==> src/rtl/sbd_pkg.sv <==
package sbd_pkg;
  localparam int unsigned NSRC = 5;
  localparam int unsigned NDST = 7;

  localparam int unsigned SRC_PC  = 0;
  localparam int unsigned SRC_IR  = 1;
  localparam int unsigned SRC_AC  = 2;
  localparam int unsigned SRC_MBR = 3;
  localparam int unsigned SRC_Z   = 4;

  localparam int unsigned DST_PC  = 0;
  localparam int unsigned DST_IR  = 1;
  localparam int unsigned DST_AC  = 2;
  localparam int unsigned DST_MAR = 3;
  localparam int unsigned DST_MBR = 4;
  localparam int unsigned DST_Y   = 5;
  localparam int unsigned DST_Z   = 6;

  typedef enum logic [1:0] {
    ALU_ADD   = 2'b00,
    ALU_AND   = 2'b01,
    ALU_PASSY = 2'b10,
    ALU_NOTAC = 2'b11
  } alu_fn_e;

  // destination bit that corresponds to the same physical register as a source
  function automatic int unsigned src_dst(input int unsigned s);
    case (s)
      SRC_PC:  return DST_PC;
      SRC_IR:  return DST_IR;
      SRC_AC:  return DST_AC;
      SRC_MBR: return DST_MBR;
      default: return DST_Z;
    endcase
  endfunction
endpackage

==> src/rtl/sbd_rst_sync.sv <==
module sbd_rst_sync (
  input  logic clk,
  input  logic arst_n,
  output logic srst_n
);
  logic [1:0] sync_q;
  logic [1:0] sync_nxt;

  always_comb sync_nxt = {sync_q[0], 1'b1};

  always_ff @(posedge clk or negedge arst_n) begin
    if (!arst_n) sync_q <= 2'b00;
    else         sync_q <= sync_nxt;
  end

  assign srst_n = sync_q[1];
endmodule

==> src/rtl/sbd_reg.sv <==
module sbd_reg #(
  parameter int unsigned W = 16
) (
  input  logic         clk,
  input  logic         rst_n,
  input  logic         en,
  input  logic [W-1:0] d,
  output logic [W-1:0] q
);
  logic [W-1:0] q_nxt;

  always_comb q_nxt = en ? d : q;

  always_ff @(posedge clk or negedge rst_n) begin
    if (!rst_n) q <= '0;
    else        q <= q_nxt;
  end
endmodule

==> src/rtl/sbd_word_check.sv <==
module sbd_word_check
  import sbd_pkg::*;
(
  input  logic [NSRC-1:0] src_en,
  input  logic [NDST-1:0] ld_en,
  input  logic            mem_rd,
  input  logic            mem_wr,
  output logic            illegal,
  output logic [NDST-1:0] ld_ok,
  output logic            rd_ok,
  output logic            wr_ok
);
  logic seen;
  logic multi;
  logic self_rw;
  logic mem_clash;

  always_comb begin
    seen    = 1'b0;
    multi   = 1'b0;
    self_rw = 1'b0;
    for (int unsigned s = 0; s < NSRC; s++) begin
      if (src_en[s]) begin
        if (seen) multi = 1'b1;
        seen = 1'b1;
        if (ld_en[src_dst(s)]) self_rw = 1'b1;
      end
    end
    mem_clash = mem_rd & (ld_en[DST_MBR] | src_en[SRC_MBR] | mem_wr);
    illegal   = multi | self_rw | mem_clash;
    ld_ok     = illegal ? '0 : ld_en;
    rd_ok     = mem_rd & ~illegal;
    wr_ok     = mem_wr & ~illegal;
  end
endmodule

==> src/rtl/sbd_bus_mux.sv <==
module sbd_bus_mux #(
  parameter int unsigned W    = 16,
  parameter int unsigned NSRC = 5
) (
  input  logic [NSRC-1:0]        src_en,
  input  logic [NSRC-1:0][W-1:0] src_data,
  output logic [W-1:0]           bus
);
  logic [NSRC-1:0][W-1:0] gated;

  for (genvar g = 0; g < NSRC; g++) begin : g_gate
    assign gated[g] = src_data[g] & {W{src_en[g]}};
  end

  always_comb begin
    bus = '0;
    for (int unsigned s = 0; s < NSRC; s++) bus = bus | gated[s];
  end
endmodule

==> src/rtl/sbd_alu.sv <==
module sbd_alu
  import sbd_pkg::*;
#(
  parameter int unsigned W = 16
) (
  input  logic [1:0]   fn,
  input  logic [W-1:0] acc,
  input  logic [W-1:0] opnd,
  output logic [W-1:0] res
);
  always_comb begin
    case (alu_fn_e'(fn))
      ALU_ADD:   res = acc + opnd;
      ALU_AND:   res = acc & opnd;
      ALU_PASSY: res = opnd;
      default:   res = ~acc;
    endcase
  end
endmodule

==> src/rtl/single_bus_dp.sv <==
module single_bus_dp
  import sbd_pkg::*;
#(
  parameter int unsigned W  = 16,
  parameter int unsigned AW = 12
) (
  input  logic              clk,
  input  logic              rst_n,
  input  logic [NSRC-1:0]   src_en,
  input  logic [NDST-1:0]   ld_en,
  input  logic [1:0]        alu_fn,
  input  logic              mem_rd,
  input  logic              mem_wr,
  input  logic [W-1:0]      mem_rdata,
  output logic [AW-1:0]     mem_addr,
  output logic [W-1:0]      mem_wdata,
  output logic              mem_re,
  output logic              mem_we,
  output logic [W-1:0]      bus_val,
  output logic              bus_err,
  output logic [W-AW-1:0]   ir_opcode
);
  localparam int unsigned OPW = W - AW;

  logic                   rst_q_n;
  logic [NDST-1:0]        ld_ok;
  logic                   rd_ok;
  logic                   wr_ok;
  logic                   illegal;
  logic [NSRC-1:0][W-1:0] src_data;
  logic [W-1:0]           bus;
  logic [W-1:0]           alu_res;
  logic [W-1:0]           pc_q, ir_q, ac_q, mbr_q, y_q, z_q;
  logic [AW-1:0]          mar_q;
  logic [W-1:0]           mbr_d;

  sbd_rst_sync u_rst (.clk(clk), .arst_n(rst_n), .srst_n(rst_q_n));

  sbd_word_check u_chk_word (
    .src_en(src_en), .ld_en(ld_en), .mem_rd(mem_rd), .mem_wr(mem_wr),
    .illegal(illegal), .ld_ok(ld_ok), .rd_ok(rd_ok), .wr_ok(wr_ok)
  );

  always_comb begin
    src_data          = '0;
    src_data[SRC_PC]  = pc_q;
    src_data[SRC_IR]  = {{OPW{1'b0}}, ir_q[AW-1:0]};
    src_data[SRC_AC]  = ac_q;
    src_data[SRC_MBR] = mbr_q;
    src_data[SRC_Z]   = z_q;
  end

  sbd_bus_mux #(.W(W), .NSRC(NSRC)) u_bus (
    .src_en(src_en), .src_data(src_data), .bus(bus)
  );

  sbd_alu #(.W(W)) u_alu (.fn(alu_fn), .acc(ac_q), .opnd(y_q), .res(alu_res));

  always_comb mbr_d = rd_ok ? mem_rdata : bus;

  sbd_reg #(.W(W)) u_pc (.clk(clk), .rst_n(rst_q_n), .en(ld_ok[DST_PC]),
    .d(bus), .q(pc_q));
  sbd_reg #(.W(W)) u_ir (.clk(clk), .rst_n(rst_q_n), .en(ld_ok[DST_IR]),
    .d(bus), .q(ir_q));
  sbd_reg #(.W(W)) u_ac (.clk(clk), .rst_n(rst_q_n), .en(ld_ok[DST_AC]),
    .d(bus), .q(ac_q));
  sbd_reg #(.W(AW)) u_mar (.clk(clk), .rst_n(rst_q_n), .en(ld_ok[DST_MAR]),
    .d(bus[AW-1:0]), .q(mar_q));
  sbd_reg #(.W(W)) u_mbr (.clk(clk), .rst_n(rst_q_n),
    .en(ld_ok[DST_MBR] | rd_ok), .d(mbr_d), .q(mbr_q));
  sbd_reg #(.W(W)) u_y (.clk(clk), .rst_n(rst_q_n), .en(ld_ok[DST_Y]),
    .d(bus), .q(y_q));
  sbd_reg #(.W(W)) u_z (.clk(clk), .rst_n(rst_q_n), .en(ld_ok[DST_Z]),
    .d(alu_res), .q(z_q));

  assign mem_addr  = mar_q;
  assign mem_wdata = mbr_q;
  assign mem_re    = rd_ok;
  assign mem_we    = wr_ok;
  assign bus_val   = bus;
  assign bus_err   = illegal;
  assign ir_opcode = ir_q[W-1:AW];
endmodule

==> config.mk <==
export PLATFORM = sky130hd
export DESIGN_NAME = single_bus_dp
export DESIGN_NICKNAME = d
export VERILOG_FILES = /design/src/rtl/sbd_pkg.sv /design/src/rtl/sbd_rst_sync.sv /design/src/rtl/sbd_reg.sv /design/src/rtl/sbd_word_check.sv /design/src/rtl/sbd_bus_mux.sv /design/src/rtl/sbd_alu.sv /design/src/rtl/single_bus_dp.sv
export SDC_FILE = /design/constraint.sdc
export NUM_CORES = 1
export LEC_CHECK = 0
export BUFFER_PORTS_ARGS = -buffer_cell sky130_fd_sc_hd__buf_2
export CAP_MARGIN = 10
export CORE_MARGIN = 3
export CORE_UTILIZATION = 40
export DETAILED_ROUTE_END_ITERATION = 12
export GPL_TIMING_DRIVEN = 0
export PLACE_DENSITY_LB_ADDON = 0.15
export SETUP_SLACK_MARGIN = 0.02
export SLEW_MARGIN = 20
export SYNTH_ARGS = -nofsm -noshare
export SYNTH_HDL_FRONTEND = slang
export SYNTH_SLANG_ARGS = --single-unit
==> constraint.sdc <==
create_clock -name clk -period 10.5 [get_ports clk]
set_input_delay 1.575 -clock clk [delete_from_list [all_inputs] [get_ports clk]]
set_output_delay 1.575 -clock clk [all_outputs]
set_load 0.05 [all_outputs]
==> flow_summary.ini <==
[drt]
totalWireLength_um = 17650
postRouteAntennaNets = 0
vias_per_cell = 5.707
dr_total_vias = 5336
drt_iter0_drc = 435
drc_errors = 0
wl_per_cell_um = 18.88
drtPass1Iterations = 6

[die]
start_util_pct = 41.89
dieArea_mm2 = 0.01637
core_mm2 = 0.01420
rows = 43
io_pins = 85
dieWidth_um = 128.0
dieHeight_um = 128.0

[cells_and_area]
finish.instance_area_mm2 = 0.006953
nFillCells = 1392
drive_gt1_share_pct = 20.40
area_delta_synth_final_pct = 16.87
nets = 801
instances_no_fill = 935
antenna_cells = 0

[setup_path]
required_ns = 8.93
crit_arrival_ns = 3.90
slowest_stage = nor3_4
cp_common_cell = buf_2
worstPathMaxFanout = 10
r2r_end = u_z.q[8]
path_delay_family = buffers and inverters
slowest_delay_ns = 0.48
end_kind = primary output
cp_num_buf_inv = 5
crit_chain = buf_2 -> clkbuf_1 -> o31a_1 -> o22a_1 -> nor3_4 -> nand2_1 -> inv_1 -> buf_2 -> buf_2
worst_r2r_startpoint = u_ac.q[0]
path_class = in -> out
regToRegSetupSlack_ns = 7.60
worst-r2r-cell-count = 10
critPathLaunchType = input port

[pwr]
p_leak_nw = 3.122
power_density_mw_per_mm2 = 334.6
vdd_ir_drop_max_mv = 0.1846

[sta]
setup_viol = 0
worst_pin_slew_ns = 0.9669
fin_crit_sh_pct = 52.11
period_minus_slack_ns = 5.472
max_freq_ghz = 0.1828
hold_viol = 0
fin_worst_skew_ns = 0.008566
max_slew_margin_pct = 35.54
worst_slack_ns = 5.028
rsz0062_at_grt = no
tns_ns = 0
slew_viol_final = 0

[grt]
grt_max_degree = 49
grtUsageTotal_pct = 21.86
grt.overflow.total = 0
grt_first_pass_wirelength_um = 28170
grt_pass1_vias = 5095
antenna_found_initial = 0

[clock_network]
cts_setup_buffers = 0
clockBufferDepth = 2
cts_tree = built
insertion_delay_ns = 0.35
cts_made_buffers = 9
cts-root-buf = clkbuf_16
cts-hold-fix-buffers = 0
ctsResizeCount = 0
h-tree-depth = 3
clkSlewWorstSetupHoldPaths_ns = 0.07
clkSinkCount = 110

[yosys]
ys_seq_area_share_pct = 46.27
synth_edf_count = 0
yosys_warnings = 0
synth.top_cell.area_share_pct = 46.27
synth_seq_cells = 110
synth_top_area_cell = dfrtp_1
synth-main-ff-cell = dfrtp_1
synth.avg_cell_area_um2 = 9.042
synth_area_leaders = dfrtp_1 (46%), nor2_1 (5.6%), o21ai_0 (5.4%)
synthDistinctLibCells = 54
synth_area_mm2 = 0.005949
async_flop_share_pct = 100.0
syn_nets = 709
syn_inst = 658

[run_status]
status = finished, final reports clean

[placed_design]
post_dp_cell_area_mm2 = 0.006629
dpl.hpwl_um = 13800
gp_congestion = 0.8531
pre_cts_slack_ns = 5.012
placedCellCount = 919
io_buffers = 79

[flow_run]
drv_cap = 0

[min_path]
holdCritPathClass = reg -> async
-- placed cells by master, fill, tap and decap left out, types with 4 or more instances in the layout --
cell type	netlist	layout
a211oi_1	7	7
a21o_1	7	7
a21oi_1	39	39
a221oi_1	5	5
a222oi_1	11	11
a22o_1	4	4
a22oi_1	15	15
a31oi_1	44	44
and2_1	4	4
buf_2	15	94
buf_4	21	21
clkbuf_1	28	28
clkbuf_16	0	9
dfrtp_1	110	109
ha_1	16	16
inv_1	17	17
mux2_2	13	13
nand2_1	78	78
nand3_1	7	7
nand4_1	4	4
nor2_1	89	89
nor2b_1	4	4
o21ai_0	64	64
o31a_1	4	4
xor2_1	5	5
-- logic make-up (layout without fill, tap and decap cells) --
family                     count (synthesis)  count (layout)  share of synthesized area [%]
and+or+nand+nor                          201             201                          14.47
buffers and inverters                     83             180                          7.003
DFF                                      110             110                          46.27
adders and majority gates                 17              17                          3.701
xor gates and xnor gates                   8               8                          1.178
other                                      1               1                        0.06303
muxes                                     19              19                          4.101
AOI/OAI and AO/OA                        219             219                          23.22
-- routing by layer --
layer,routed length [um],GRT usage [%]
met1,8184,31.02
met3,908,3.500
met4,204,5.306
met2,8353,35.24
met5,0,0
-- cells in the mapped netlist, drive strengths merged, types with 3 or more instances --
master and count:
a222oi 11, mux2i 3, a22oi 15, a31oi 44, a22o 4, buf 38, nand2 79, a21oi 39
mux4 3, xor2 5, nand2b 3, nand3 7, o31a 4, a21o 7, dfrtp 110, xnor2 3
clkbuf 28, inv 17, mux2 13, nor3 3, a211oi 7, nor2b 4, ha 16, o21a 3
o21ai 66, a221oi 5, nand4 4, nor2 89, and2 5
-- stage by stage --
stage                     total power (W)  utilization [%]  hold WS (ns)
after floorplan                  0.001639                -        0.3312
after global placement           0.001908            46.26        0.3425
after detailed placement         0.001944            46.67        0.1982
after CTS                        0.002320            48.95        0.2069
after global routing             0.002479            48.95        0.2152
final                            0.002326            48.95        0.1969
-- worst reg2reg max path, cell delays in order (launching register included) --
cell	delay, ns
dfrtp_1	0.41
ha_1	0.24
inv_1	0.08
fa_1	0.19
nor2b_1	0.08
o31a_1	0.30
o31ai_1	0.45
nand2_1	0.14
xor2_1	0.17
mux4_2	0.46
mux2_2	0.27
-- cell type report --
cell class / count / area [um^2] / area share, %
inverters: 17 / 63.81 / 0.9178
clock inverters: 7 / 98.84 / 1.422
plain buffers: 66 / 352.8 / 5.075
well taps: 180 / 225.2 / 3.239
flip-flops and latches: 110 / 2756 / 39.64
repair buffers: 81 / 450.4 / 6.478
multi-input cells: 465 / 2780 / 39.99
clock buffers: 9 / 225.2 / 3.239
-- worst max-delay path by stage --
stage,end,from,cells past startpoint
floorplan,mem_re,src_en[3],7
CTS,mem_re,src_en[4],9
global placement,mem_re,src_en[4],9
finish,mem_re,src_en[4],9
detailed placement,mem_re,src_en[4],9
global route,mem_re,src_en[4],9
-- registers in the layout, indices dropped and copies added, names as in the netlist --
signal,cells
u_ir.q,16
u_ac.q,16
u_mar.q,12
u_pc.q,16
u_rst.sync_q,2
u_y.q,16
u_mbr.q,16
u_z.q,16
-- power by group --
| part | switching, W | total, W | internal, W |
|---|---|---|---|
| Clock | 0.000156 | 0.000366 | 0.000210 |
| Combinational | 0.000782 | 0.00120 | 0.000417 |
| Sequential | 0.000160 | 0.000761 | 0.000601 |
| Total | 0.00110 | 0.00233 | 0.00123 |
Note: power is estimated with default switching activity, not from simulation.
